## config.mk

```make
export PLATFORM = sky130hd
export DESIGN_NAME = tick_rate_gen
export DESIGN_NICKNAME = d
export VERILOG_FILES = /design/src/rtl/tick_pkg.sv /design/src/rtl/tick_divider.sv /design/src/rtl/tick_tap.sv /design/src/rtl/tick_rate_gen.sv
export SDC_FILE = /design/constraint.sdc
export NUM_CORES = 1
export LEC_CHECK = 0
export BUFFER_PORTS_ARGS = -buffer_cell sky130_fd_sc_hd__buf_2
export CORE_UTILIZATION = 58
export CTS_BUF_LIST = sky130_fd_sc_hd__clkbuf_4 sky130_fd_sc_hd__clkbuf_8
export DETAILED_ROUTE_END_ITERATION = 8
export PLACE_DENSITY = 0.81
export SETUP_SLACK_MARGIN = 0.15
export SYNTH_ARGS = -nofsm -noshare
export SYNTH_HDL_FRONTEND = slang
export SYNTH_SLANG_ARGS = --single-unit
```

## constraint.sdc

```tcl
create_clock -name clk -period 1.93 [get_ports clk]
set_input_delay 0.193 -clock clk [delete_from_list [all_inputs] [get_ports clk]]
set_output_delay 0.193 -clock clk [all_outputs]
set_load 0.03 [all_outputs]
```

## src/rtl/tick_pkg.sv

```systemverilog
package tick_pkg;

  // Divider-control codes that keep the divider chain in reset.
  localparam int unsigned DCTL_W       = 3;
  localparam logic [2:0]  DCTL_HOLD_LO = 3'd6;
  localparam logic [2:0]  DCTL_HOLD_HI = 3'd7;

  // True when the divider-control code holds the chain in reset.
  function automatic logic chain_held(input logic [DCTL_W-1:0] dctl);
    return (dctl == DCTL_HOLD_LO) || (dctl == DCTL_HOLD_HI);
  endfunction

  // A tap drives the output only for a nonzero code on a running chain.
  function automatic logic tap_enabled(input logic code_nonzero, input logic held);
    return code_nonzero && !held;
  endfunction

endpackage

```

## src/rtl/tick_divider.sv

```systemverilog
module tick_divider #(
  parameter int unsigned DIV_W = 15
) (
  input  logic             clk,
  input  logic             rst_n,
  input  logic             step_en,
  input  logic             hold,
  output logic [DIV_W-1:0] count
);

  localparam logic [DIV_W-1:0] STEP = DIV_W'(1);

  // Next divider value: a hold clears, an enabled step increments.
  function automatic logic [DIV_W-1:0] next_count(
    input logic [DIV_W-1:0] cur,
    input logic             en,
    input logic             clr
  );
    if (clr)     return '0;
    else if (en) return cur + STEP;
    else         return cur;
  endfunction

  always_ff @(posedge clk or negedge rst_n) begin
    if (!rst_n) count <= '0;
    else        count <= next_count(count, step_en, hold);
  end

endmodule

```

## src/rtl/tick_tap.sv

```systemverilog
module tick_tap #(
  parameter int unsigned RATE_W = 4,
  parameter int unsigned DIV_W  = 15
) (
  input  logic              clk,
  input  logic              rst_n,
  input  logic [DIV_W-1:0]  count,
  input  logic [RATE_W-1:0] code,
  input  logic              active,
  output logic              level,
  output logic              rise
);

  localparam int unsigned NTAP = 1 << RATE_W;

  logic [NTAP-1:0] taps;
  logic            level_q;

  // Code 0 has no stage; code g reads divider bit g-1.
  assign taps[0] = 1'b0;
  for (genvar g = 1; g < NTAP; g++) begin : g_tap
    if (g - 1 < DIV_W) begin : g_bit
      assign taps[g] = count[g-1];
    end else begin : g_none
      assign taps[g] = 1'b0;
    end
  end

  assign level = active ? taps[code] : 1'b0;

  always_ff @(posedge clk or negedge rst_n) begin
    if (!rst_n) level_q <= 1'b0;
    else        level_q <= level;
  end

  assign rise = level && !level_q;

endmodule

```

## src/rtl/tick_rate_gen.sv

```systemverilog
module tick_rate_gen
  import tick_pkg::*;
#(
  parameter int unsigned RATE_W = 4
) (
  input  logic              clk,
  input  logic              rst_n,
  input  logic              tick_en,
  input  logic [RATE_W-1:0] rate_code,
  input  logic [2:0]        div_ctl,
  input  logic              sqw_enable,
  input  logic              pint_enable,
  output logic              evt_pulse,
  output logic              sqw_out,
  output logic              pint_req
);

  // One divider stage per nonzero rate code.
  localparam int unsigned DIV_W = (1 << RATE_W) - 1;

  logic             chain_hold;
  logic             tap_active;
  logic             tap_level;
  logic             tap_rise;
  logic [DIV_W-1:0] div_count;

  assign chain_hold = chain_held(div_ctl);
  assign tap_active = tap_enabled(rate_code != '0, chain_hold);

  tick_divider #(
    .DIV_W (DIV_W)
  ) u_div (
    .clk     (clk),
    .rst_n   (rst_n),
    .step_en (tick_en),
    .hold    (chain_hold),
    .count   (div_count)
  );

  tick_tap #(
    .RATE_W (RATE_W),
    .DIV_W  (DIV_W)
  ) u_tap (
    .clk    (clk),
    .rst_n  (rst_n),
    .count  (div_count),
    .code   (rate_code),
    .active (tap_active),
    .level  (tap_level),
    .rise   (tap_rise)
  );

  assign evt_pulse = tap_rise;
  assign sqw_out   = tap_level && sqw_enable;
  assign pint_req  = tap_rise && pint_enable;

endmodule

```

Word level (Yosys, flattened, before mapping):

Cells that the tools add are included.
W data, S select, Z words.

* flip-flop bits (word level): 16
* bits of input ports: 12
* output and inout port bits: 3
* logic and storage cells: 20

* $add $sub $neg: 1
* $lt $le $gt $ge: 1
* equality and inequality tests: 2
* muxes and demuxes: 5
* reductions and logical operators: 9

Operators by type and width (number)
* $mux W15: 2
* $add A15 B1 Y15 const B: 1
* $eq A3 B3 Y1 const B: 2
* $lt A4 B5 Y1 const B: 1
* $bmux W1 S4: 1
* $logic_and A1 B1 Y1: 4
* $reduce_bool A4 Y1: 1
* $logic_not A1 Y1: 2
* $mux W1: 2
* $reduce_bool A2 Y1: 1
* $logic_or A1 B1 Y1: 1

Longest topological paths before layout:

Gate-level depths: netlist of run 1.

* word-level depth: 7
* gate-level depth with buffers: 5
* gate-level depth less buffers: 5

Cells and area by module:

A second synthesis of run 1 with hierarchy kept.

* cells, all modules: 109
* area total of the unflattened synthesis: 1054.8 um^2

By module, submodules not included
* tick_divider: times used 1, cells an instance 80, area an instance 807.0 um^2, seq. area each 375.4 um^2
* tick_tap: times used 1, cells an instance 24, area an instance 212.7 um^2, seq. area each 25.0 um^2
* tick_rate_gen: times used 1, cells an instance 5, area an instance 35.0 um^2, seq. area each 0.0 um^2

Worst setup path before layout of run 1:

No wires, ideal clock.

* path kind: register -> output
* from: reg u_div.count[5]
* to: out pint_req
* arrival: 1.704 ns
* slack: 0.033 ns
* stages on the path, launching flop included: 5
* path buffers: 0
* cells stage by stage: dfrtp_1 mux2i_1 a22o_1 o31a_1 nor3_1

* cells in the longest elaborated chain, start to end: 5

Ends and longest elaborated chain
* from (decl): line tick_divider.sv:8 `output logic [DIV_W-1:0] count`
* from (signal assigned): line tick_divider.sv:26 `else count <= next_count(count, step_en, hold);`
* $bmux W1 S4: line tick_tap.sv:29 `assign level = active ? taps[code] : 1'b0;`
* $mux W1 (not written as such): line tick_tap.sv:29
* $mux W1: line tick_tap.sv:29
* $logic_and A1 B1 Y1: line tick_tap.sv:36 `assign rise = level && !level_q;`
* $logic_and A1 B1 Y1: line tick_rate_gen.sv:55 `assign pint_req = tap_rise && pint_enable;`
* to (decl): line tick_rate_gen.sv:15 `output logic pint_req`

No other way between the ends. The select of a mux whose other input is x is not followed.

Worst setup path in the final report of run 1:

* from: reg u_div.count[12]
* to: out evt_pulse

* cells in the longest elaborated chain, start to end: 4

Ends and longest elaborated chain
* $bmux W1 S4: line tick_tap.sv:29
* $mux W1 (not written as such): line tick_tap.sv:29
* $mux W1: line tick_tap.sv:29
* $logic_and A1 B1 Y1: line tick_tap.sv:36
* to (decl): line tick_rate_gen.sv:13 `output logic evt_pulse,`

No other way between the ends. The select of a mux whose other input is x is not followed.

==> metrics.md, run 1 <==
| Metric | Value |
|---|---|
| Highest metal used | `met4` |
| Number of clock buffers inserted by TritonCTS | `3` |
| Relative slew margins | `0.698` |
| Detail Route Antenna Nets | `0` |
| Clock tree from TritonCTS | `done` |
| Final GP Congestion | `0.820` |
| Hold Path Class | `input pin to flip-flop` |
| I/O pin count | `15` |
| Vias after detailed routing | `917` |
| Number of H-tree branching levels | `1` |
| Initial core utilization | `0.638` |
| Clock sinks | `16` |
| Number of instances in the synthesized netlist | `108` |
| Setup repair after global routing missed its margin | `yes` |
| Worst hold start | `tick_en` |
| Core Box Area | `1540 sq um` |
| Leakage power of the design | `0.537 nW` |
| Post-layout total power | `0.000839 W` |
| Final critical path time including I/O delays and setup | `1.97 ns` |
| Number of antenna violations at the first check in global routing | `0` |
| CP Capture Type | `primary output` |
| Maximum count of clock buffers along a single path | `2` |
| Number of placement rows | `14` |
| Area used by multi-input combinational logic | `552 sq um` |
| Congestion Overflow GR | `0` |
| Final-layout worst hold slack | `0.242 ns` |
| Synthesized area | `983 sq um` |
| Layout cell share with drive strength beyond 1 | `0.291` |
| Crit Path Class | `flip-flop to primary output` |
| Violations in the final reports | `setup timing` |
| Amount of wire on met3 after detailed routing | `148 um` |
| Die X | `43.2 um` |
| Clock-pin slew of the registers on the worst-case setup and hold paths | `0.11 ns` |
| Most used flip-flop cell after synthesis | `sky130_fd_sc_hd__dfrtp_1` |
| Clock latency at the later pin of the worst-skew pair | `0.29 ns` |
| Register-to-register setup slack | `0.23 ns` |
| Number of unique standard cell types used by synthesis | `34` |
| Pin count of the biggest net entering global routing | `17` |
| Vias in the first global route | `862` |
| Number of search-and-repair iterations in the first detailed-routing pass | `4` |
| Achievable Freq | `509 MHz` |
| Worst endpoint required time | `1.74 ns` |
| Endpoint of the worst register-to-register path | `u_div.count[14]` |
| Final hold vios | `0` |
| Count of final setup violators | `1` |
| Max Slew Vio Count | `0` |
| Maximum capacitance violations | `0` |
| Most used standard cell by instance count after synthesis | `sky130_fd_sc_hd__dfrtp_1` |
| Filler cells | `104` |
| Ratio of routed vias to standard cells | `6.11` |
| Count of cells along the worst hold path | `3` |
| Proportion of netlist area held by the largest area contributor | `0.407` |
| Hold Path Sink | `u_div.count[0]` |
| Half-perimeter wire length after placement | `1440 um` |
| Worst reg2reg path depth | `5` |
| Ant diodes | `0` |
| Number of DRC violations after detailed-routing iteration 0 | `26` |
| Transition at the pin with the smallest max-transition slack | `0.451 ns` |
| Area leader, netlist | `sky130_fd_sc_hd__dfrtp_1` |
| GRT Util Overall | `0.273` |
| Number of enable flip-flop cells after synthesis | `0` |
| Final net count | `148` |
| Number of remaining DRC errors | `0` |
| Crit-path max FO | `4` |
| Outcome | `finished with violations` |
| Wire length per cell after detailed routing | `16.7 um` |
| Most frequent cells after synthesis | `16 x sky130_fd_sc_hd__dfrtp_1, 15 x sky130_fd_sc_hd__nor2_1, 12 x sky130_fd_sc_hd__nand2_1` |
| Clock root buffer master | `sky130_fd_sc_hd__clkbuf_4` |
| YS warnings | `0` |
| Critical path data arrival time | `1.77 ns` |
| Met2 Wirelength | `1250 um` |
| Share of the clock period used by the worst path after layout | `1.02` |
| Reg-to-reg startpoint | `u_div.count[0]` |
| Utilization of the core after routing | `0.778` |
| Total detailed-routing wirelength | `2510 um` |
| Worst-case setup margin in the final layout | `-0.0355 ns` |
| Start point of the critical path | `u_div.count[12]` |
| Peak supply drop | `0.553 mV` |
| Area enclosed by the die boundary | `1860 sq um` |
| Area overhead of the layout relative to synthesis | `22.0%` |
| Mean post-synth cell area | `9.11 sq um` |
| Leading cell types by total area after synthesis | `sky130_fd_sc_hd__dfrtp_1 41%, sky130_fd_sc_hd__xnor2_1 7.1%, sky130_fd_sc_hd__nor2_1 5.7%` |
| Synthesized Nets | `121` |
| Wire length of the first global-routing pass | `3730 um` |
| Buffers added on ports | `13` |
| Footprint of the flip-flops and latches | `400 sq um` |
| Post-synthesis async set-or-reset flop share | `1.00` |
| Die boundary height | `43.2 um` |
| Wire length on met1 | `1040 um` |
| Number of synthesized register bits | `16` |
| Kind of start point of the critical path | `flip-flop` |
| Cell area power density | `699 nW/um^2` |
| Skew final | `0.0129 ns` |
| Sequential element share of the synthesized area | `0.407` |
worst max-delay path by stage:
stage                      to  depth (start not counted)
floorplan            pint_req                          4
global placement    evt_pulse                          6
detailed placement  evt_pulse                          6
CTS                 evt_pulse                          5
global route        evt_pulse                          5
finish              evt_pulse                          5
worst max-delay path, cell delays in order, from the launching register on:
cell and delay [ns]:
sky130_fd_sc_hd__dfrtp_1 0.40, sky130_fd_sc_hd__mux2i_1 0.11, sky130_fd_sc_hd__a22o_1 0.19, sky130_fd_sc_hd__o31a_1 0.33, sky130_fd_sc_hd__nor4b_2 0.26, sky130_fd_sc_hd__buf_4 0.20
area by class of cell:
type                            instances  area share
Inverter                                3     0.00938
Tap cell                               16      0.0167
Sequential cell                        16       0.334
Clock buffer                            4      0.0302
Timing Repair Buffer                   27       0.150
Multi-Input combinational cell         84       0.460
report_power, final:
group          switching [W]  total [W]  internal, W
clock network       0.000112   0.000227     0.000115
logic               0.000119   0.000223     0.000104
registers          0.0000253   0.000389     0.000364
total               0.000257   0.000839     0.000582
state kept, by name (all words and copies together) (netlist names):
signal and flops:
u_div.count 15, u_tap.level_q 1
through the flow:
| step | area, sq um | setup TNS, ns | setup slack (ns) | cells |
|---|---|---|---|---|
| global placement | 1040 | 0 | 0.234 | 133 |
| CTS | 1160 | -0.0420 | -0.0420 | 146 |
| finish | 1200 | -0.0355 | -0.0355 | 150 |
| detailed placement | 1040 | 0 | 0.191 | 133 |
| global route | 1200 | -0.203 | -0.0799 | 150 |
| floorplan | 983 | 0 | 0.0335 | 108 |
logic make-up (layout without fill, tap and decap cells):
logic type | after synthesis | in the layout | synth area share
AND/OR/NAND/NOR | 54 | 54 | 0.285
flip-flops | 16 | 16 | 0.407
AO/OA/AOI/OAI | 12 | 12 | 0.0916
XOR/XNOR | 11 | 11 | 0.0980
buffers and inverters | 8 | 34 | 0.0433
multiplexers | 6 | 6 | 0.0623
adder cells (fa/ha/maj) | 1 | 1 | 0.0127
cells in the final DEF, fill, tap and decap left out, types with 2 or more instances in the layout:
| cell | count |
|---|---|
| sky130_fd_sc_hd__a31o_2 | 2 |
| sky130_fd_sc_hd__nor3b_1 | 2 |
| sky130_fd_sc_hd__nor2_1 | 15 |
| sky130_fd_sc_hd__nand2_1 | 12 |
| sky130_fd_sc_hd__buf_2 | 10 |
| sky130_fd_sc_hd__buf_4 | 16 |
| sky130_fd_sc_hd__inv_1 | 2 |
| sky130_fd_sc_hd__clkbuf_4 | 3 |
| sky130_fd_sc_hd__nor2b_1 | 3 |
| sky130_fd_sc_hd__mux2i_1 | 5 |
| sky130_fd_sc_hd__dfrtp_1 | 16 |
| sky130_fd_sc_hd__nor3_1 | 5 |
| sky130_fd_sc_hd__nor3_2 | 2 |
| sky130_fd_sc_hd__nand4_1 | 3 |
| sky130_fd_sc_hd__xor2_1 | 3 |
| sky130_fd_sc_hd__xnor2_1 | 8 |
| sky130_fd_sc_hd__nand3_1 | 2 |
| sky130_fd_sc_hd__a21oi_1 | 4 |
| sky130_fd_sc_hd__nor4_1 | 3 |
metal layers:
layer,GRT usage,vias to the layer above
li1,-,436
met1,0.359,430
met2,0.439,43
met3,0.0255,8
met4,0.145,0
met5,0,-
repair_timing:
action / 4_1_cts / 5_1_grt
pin swaps: 6 / 4
endpoints found under the hold margin: 16 / 0
gates resized for setup: 4 / 3
hold buffers: 1 / 0
setup endpoints to repair: 3 / 3
setup buffers: 8 / 4
No activity file was read; power rests on OpenSTA's default activity.
==> run 2: changes to the inputs <==
CTS_BUF_LIST = sky130_fd_sc_hd__clkbuf_8   (was sky130_fd_sc_hd__clkbuf_4 sky130_fd_sc_hd__clkbuf_8)
SLEW_MARGIN = 15   (was default)
==> run 2 against run 1 <==
  * The run now ends clean
  * Power increased by 7.8%
  * Clock power grew 33%
  * Final cell count decreased by 1.3%
  * Critical path depth did not move
==> metrics.md, run 2 (synthesis gave the netlist of run 1 again) <==
| Metric | Value |
|---|---|
| Crit-path max FO | `4` |
| Transition at the pin with the smallest max-transition slack | `0.410 ns` |
| Filler cells | `106` |
| List of cells traversed by the critical path | `mux2i_1 > a22o_1 > o31a_1 > nor4b_2 > buf_4` |
| Worst endpoint required time | `1.74 ns` |
| Initial core utilization | `0.638` |
| Leakage power of the design | `0.533 nW` |
| Combinational Power Share | `0.235` |
| Hold Path Class | `input pin to flip-flop` |
| Wire length of the first global-routing pass | `3870 um` |
| Area enclosed by the die boundary | `1860 sq um` |
| Buffers added on ports | `13` |
| Detail Route Antenna Nets | `0` |
| Core Box Area | `1540 sq um` |
| Wire length per cell after detailed routing | `15.8 um` |
| Area of all placed cells without fillers | `1190 sq um` |
| Flip-flop count of the largest register, all copies and words added | `15` |
| Peak supply drop | `0.839 mV` |
| Cell with the biggest individual delay on the critical path | `sky130_fd_sc_hd__dfrtp_1` |
| Power spent charging and discharging nets | `0.000260 W` |
| Setup slack at placement | `0.191 ns` |
| Most common cell after layout, fill and taps aside | `sky130_fd_sc_hd__dfrtp_1` |
| Max Slew Vio Count | `0` |
| Crit Path Class | `flip-flop to primary output` |
| Maximum capacitance violations | `0` |
| Vias after detailed routing | `880` |
| Outcome | `finished clean` |
| Layout cell share with drive strength beyond 1 | `0.265` |
| Die X | `43.2 um` |
| Post-layout total power | `0.000905 W` |
| Clock tree from TritonCTS | `done` |
| Register bank with the most flops | `u_div.count` |
| CP Capture Type | `primary output` |
| Number of placement rows | `14` |
| Clock latency at the later pin of the worst-skew pair | `0.26 ns` |
| Clock sinks | `16` |
| Sw frac | `0.287` |
| Vias in the first global route | `865` |
| Count of final setup violators | `0` |
| Largest regs | `u_div.count x15, u_tap.level_q x1` |
| Final critical path time including I/O delays and setup | `1.90 ns` |
| Achievable Freq | `525 MHz` |
| Met3 global-route usage | `0.0553` |
| Relative slew margins | `0.725` |
| Post-detailed-placement cell area | `1040 sq um` |
| Maximum count of clock buffers along a single path | `2` |
| Clock-pin slew of the registers on the worst-case setup and hold paths | `0.07 ns` |
| Fraction of met2 tracks used by global routing | `0.442` |
| Number of search-and-repair iterations in the first detailed-routing pass | `4` |
| Category of cells accounting for the largest share of critical-path delay | `compound AO/OA/AOI/OAI gates` |
| Area overhead of the layout relative to synthesis | `21.4%` |
| Met1 track demand over resource | `0.379` |
| Final-layout worst hold slack | `0.296 ns` |
| Proportion of power drawn by the clock network | `0.335` |
| Post-route setup TNS | `0 ns` |
| Pin count of the biggest net entering global routing | `17` |
| Congestion Overflow GR | `0` |
| Ratio of routed vias to standard cells | `5.95` |
| P_int | `0.000645 W` |
| Final GP Congestion | `0.820` |
| Number of remaining DRC errors | `0` |
| Number of DRC violations after detailed-routing iteration 0 | `22` |
| Most used routing layer | `met2` |
| Skew final | `0.00756 ns` |
| Final hold vios | `0` |
| Delay of the slowest cell on the worst path | `0.37 ns` |
| Number of H-tree branching levels | `1` |
| Cell area power density | `758 nW/um^2` |
| Number of clock buffers inserted by TritonCTS | `3` |
| Ant diodes | `0` |
| Total buffers and inverters traversed by the critical path | `1` |
| GRT Util Overall | `0.291` |
| Setup repair after global routing missed its margin | `yes` |
| Most frequent cells in the layout | `16 x sky130_fd_sc_hd__dfrtp_1, 15 x sky130_fd_sc_hd__nor2_1, 14 x sky130_fd_sc_hd__buf_4, 12 x sky130_fd_sc_hd__nand2_1, 10 x sky130_fd_sc_hd__buf_2` |
| Worst-case setup margin in the final layout | `0.0263 ns` |
| I/O pin count | `15` |
| Half-perimeter wire length after placement | `1440 um` |
| Share of the clock period used by the worst path after layout | `0.986` |
| Number of antenna violations at the first check in global routing | `0` |
| Die boundary height | `43.2 um` |
| Total detailed-routing wirelength | `2340 um` |
| Final net count | `146` |
| Sequential share of power | `0.430` |
| Kind of start point of the critical path | `flip-flop` |
| Critical path data arrival time | `1.71 ns` |
| Clock root buffer master | `sky130_fd_sc_hd__clkbuf_8` |
## run 2: changes by cell type in the layout (fill, tap and decap cells not counted)
cell	change
sky130_fd_sc_hd__clkbuf_8	+3
sky130_fd_sc_hd__nor3_1	+2
sky130_fd_sc_hd__nor3_2	-2
sky130_fd_sc_hd__buf_4	-2
sky130_fd_sc_hd__clkbuf_4	-3
## run 2: per-layer routing
metal	part of all wire	routed length (um)
met4	0.030	70
met1	0.44	1020
met5	0	0
met3	0.046	108
met2	0.49	1140
## run 2: layout make-up
type / instances / area [sq um] / share of cell area
Inverter: 3 / 11.3 / 0.00943
Multi-Input combinational cell: 84 / 542 / 0.454
Timing Repair Buffer: 25 / 165 / 0.138
Tap cell: 16 / 20.0 / 0.0168
Sequential cell: 16 / 400 / 0.335
Clock buffer: 4 / 55.1 / 0.0461
## run 2: path summary, 6_finish.rpt
kind                       cells past startpoint            start  slack, ns              end
max                                            5  u_div.count[12]       0.03        evt_pulse
min                                            3          tick_en       0.30   u_div.count[1]
max reg2reg                                    5   u_div.count[0]       0.31  u_div.count[14]
min reg2reg                                    2   u_div.count[7]       0.63   u_div.count[7]
max in group asynchronous                      2            rst_n       1.27  u_div.count[12]
min in group asynchronous                      2            rst_n       0.38   u_div.count[5]
## run 2: worst min-delay path, cell delays in order
cell	delay [ns]
sky130_fd_sc_hd__buf_2	0.15
sky130_fd_sc_hd__mux2i_1	0.09
sky130_fd_sc_hd__nor2_1	0.08
## run 2: power by group through the flow
| stage | registers [W] | logic [W] | clock network [W] |
|---|---|---|---|
| finish | 0.000389 | 0.000213 | 0.000303 |
| global route | 0.000393 | 0.000234 | 0.000316 |
| CTS | 0.000388 | 0.000209 | 0.000303 |
| detailed placement | 0.000416 | 0.000146 | 0 |
| global placement | 0.000413 | 0.000142 | 0 |
| floorplan | 0.000404 | 0.000113 | 0 |
## run 2: timing repair
item / CTS / global route
hold buffers: 1 / 0
pin swaps: 6 / 4
hold endpoints to repair: 16 / 0
gates resized for setup: 4 / 1
setup buffers: 8 / 2
endpoints found under the setup margin: 3 / 3
## run 2: per-stage QoR
| stage | util | cells |
|---|---|---|
| 2_1_floorplan | - | 108 |
| 3_5_place_dp | 0.678 | 133 |
| 3_3_place_gp | 0.678 | 133 |
| 4_1_cts | 0.765 | 146 |
| 6_report | 0.774 | 148 |
| 5_1_grt | 0.774 | 148 |
==> run 3: changes to the inputs <==
PLACE_DENSITY = default   (was 0.81)
PLACE_DENSITY_LB_ADDON = 0.3   (was default)
REMOVE_ABC_BUFFERS = 1   (was default)
==> run 3 against run 2 <==
  * Wire length decreased by 5.7%
  * Core utilization decreased by 0.57 points
  * Clock power decreased by 17%
  * Clock-buffer cell count decreased by 1
  * Non-clock buffer count unchanged
  * Worst setup slack got worse by 0.0084 ns
  * Sequential power about the same
  * Via count increased by 2.7%
  * Register-to-register slack improved by 0.03 ns
==> metrics.md, run 3 (synthesis gave the netlist of run 1 again) <==
| Metric | Value |
|---|---|
| Cell area power density | `724 nW/um^2` |
| Peak supply drop | `0.559 mV` |
| Maximum capacitance violations | `0` |
| Power spent charging and discharging nets | `0.000253 W` |
| List of cells traversed by the critical path | `inv_2 > o2111a_1 > o31a_1 > nor4b_2 > buf_4` |
| Ant diodes | `0` |
| Delay of the slowest cell on the worst path | `0.37 ns` |
| Clock-pin slew of the registers on the worst-case setup and hold paths | `0.06 ns` |
| Number of H-tree branching levels | `1` |
| Combinational Power Share | `0.253` |
| Register-to-register setup slack | `0.34 ns` |
| Area overhead of the layout relative to synthesis | `20.5%` |
| Ratio of routed vias to standard cells | `6.15` |
| I/O pin count | `15` |
| Transition at the pin with the smallest max-transition slack | `0.410 ns` |
| Number of remaining DRC errors | `0` |
| Setup repair after global routing missed its margin | `yes` |
| Skew final | `0.00481 ns` |
| Buffers added on ports | `13` |
| Filler cells | `106` |
| Critical path data arrival time | `1.72 ns` |
| Cell with the biggest individual delay on the critical path | `sky130_fd_sc_hd__dfrtp_1` |
| Share of the clock period used by the worst path after layout | `0.991` |
| Crit Path Class | `flip-flop to primary output` |
| Kind of start point of the critical path | `flip-flop` |
| Number of antenna violations at the first check in global routing | `0` |
| Initial core utilization | `0.638` |
| Die X | `43.2 um` |
| Utilization of the core after routing | `0.769` |
| Final GP Congestion | `0.797` |
| Max Slew Vio Count | `0` |
| Outcome | `finished clean` |
| Most frequent cells in the layout | `16 x sky130_fd_sc_hd__dfrtp_1, 15 x sky130_fd_sc_hd__nor2_1, 14 x sky130_fd_sc_hd__buf_4, 12 x sky130_fd_sc_hd__nand2_1, 10 x sky130_fd_sc_hd__buf_2` |
| Total detailed-routing wirelength | `2200 um` |
| Proportion of power drawn by the clock network | `0.292` |
| Clock latency at the later pin of the worst-skew pair | `0.25 ns` |
| Largest regs | `u_div.count x15, u_tap.level_q x1` |
| Leakage power of the design | `0.527 nW` |
| Relative slew margins | `0.724` |
| Worst endpoint required time | `1.74 ns` |
| Final net count | `146` |
| Final-layout worst hold slack | `0.293 ns` |
| Number of DRC violations after detailed-routing iteration 0 | `33` |
| Congestion Overflow GR | `0` |
| Final hold vios | `0` |
| Post-layout total power | `0.000858 W` |
| Placed Cells incl. Taps | `133` |
| Maximum count of clock buffers along a single path | `2` |
| Final cell count without fillers | `147` |
| Count of final setup violators | `0` |
| Achievable Freq | `523 MHz` |
| Sequential share of power | `0.455` |
| Number of clock buffers inserted by TritonCTS | `3` |
| Die boundary height | `43.2 um` |
| Area enclosed by the die boundary | `1860 sq um` |
| Vias in the first global route | `846` |
| Most common cell after layout, fill and taps aside | `sky130_fd_sc_hd__dfrtp_1` |
| Total buffers and inverters traversed by the critical path | `2` |
| Wire length per cell after detailed routing | `15.0 um` |
| Sw frac | `0.295` |
| GRT Util Overall | `0.273` |
| Detail Route Antenna Nets | `0` |
| Half-perimeter wire length after placement | `1430 um` |
| Register bank with the most flops | `u_div.count` |
| Number of placement rows | `14` |
| Wire length of the first global-routing pass | `3680 um` |
| Layout cell share with drive strength beyond 1 | `0.267` |
| Clock root buffer master | `sky130_fd_sc_hd__clkbuf_8` |
| Hold Path Class | `input pin to flip-flop` |
| Pin count of the biggest net entering global routing | `17` |
| Vias after detailed routing | `904` |
| Category of cells accounting for the largest share of critical-path delay | `compound AO/OA/AOI/OAI gates` |
| Clock tree from TritonCTS | `done` |
| P_int | `0.000605 W` |
| Clock sinks | `16` |
| Core Box Area | `1540 sq um` |
| Flip-flop count of the largest register, all copies and words added | `15` |
| Final critical path time including I/O delays and setup | `1.91 ns` |
| CP Capture Type | `primary output` |
| Crit-path max FO | `4` |
| Number of search-and-repair iterations in the first detailed-routing pass | `5` |
-- run 3: cell count changes in the layout (fill, tap and decap cells not counted) --
cell	delta
sky130_fd_sc_hd__a2111oi_2	+1
sky130_fd_sc_hd__clkbuf_8	-1
sky130_fd_sc_hd__a2111oi_1	-1
-- run 3: layout make-up --
class | count | area (sq um) | share of cell area
clock buffers | 3 | 41.3 | 0.0348
inverters | 3 | 11.3 | 0.00950
multi-input cells | 84 | 547 | 0.461
flip-flops and latches | 16 | 400 | 0.338
well taps | 16 | 20.0 | 0.0169
repair buffers | 25 | 165 | 0.139
-- run 3: per-stage QoR --
stage / setup WS [ns] / instance area [sq um] / setup TNS (ns)
2_1_floorplan: 0.0335 / 952 / 0
3_3_place_gp: 0.237 / 1040 / 0
3_5_place_dp: 0.205 / 1040 / 0
4_1_cts: 0.0338 / 1180 / 0
5_1_grt: -0.0117 / 1180 / -0.0117
6_report: 0.0179 / 1180 / 0
-- run 3: timing repair --
item | in CTS | in global routing
gates resized for setup | 6 | 0
hold buffers | 1 | 0
setup endpoints to repair | 3 | 3
endpoints found under the hold margin | 16 | 0
pin swaps | 6 | 4
setup buffers | 9 | 1
-- run 3: worst min-delay path, delay by kind of cell --
kind                      cells  cell delay [ns]
xor gates and xnor gates      1             0.08
and+or+nand+nor               1             0.08
buffers and inverters         1             0.15
-- run 3: final timing paths --
check / from / to / depth (start not counted)
min in group asynchronous: rst_n / u_div.count[0] / 2
setup reg to reg: u_div.count[0] / u_div.count[12] / 5
hold reg to reg: u_div.count[10] / u_div.count[10] / 2
hold / removal: tick_en / u_div.count[0] / 3
max in group asynchronous: rst_n / u_div.count[11] / 2
setup / recovery: u_div.count[6] / evt_pulse / 5
-- run 3: power groups by stage --
stage / registers [W] / clock network (W) / logic [W]
3_5_place_dp: 0.000414 / 0 / 0.000148
3_3_place_gp: 0.000413 / 0 / 0.000142
6_report: 0.000390 / 0.000251 / 0.000217
4_1_cts: 0.000388 / 0.000252 / 0.000213
5_1_grt: 0.000394 / 0.000265 / 0.000240
2_1_floorplan: 0.000404 / 0 / 0.000102
-- run 3: metal layers --
layer / track usage / wire, um / up-vias
li1: - / - / 425
met1: 0.346 / 933 / 437
met2: 0.427 / 1100 / 33
met3: 0.0553 / 106 / 9
met4: 0.158 / 61 / 0
met5: 0 / 0 / -
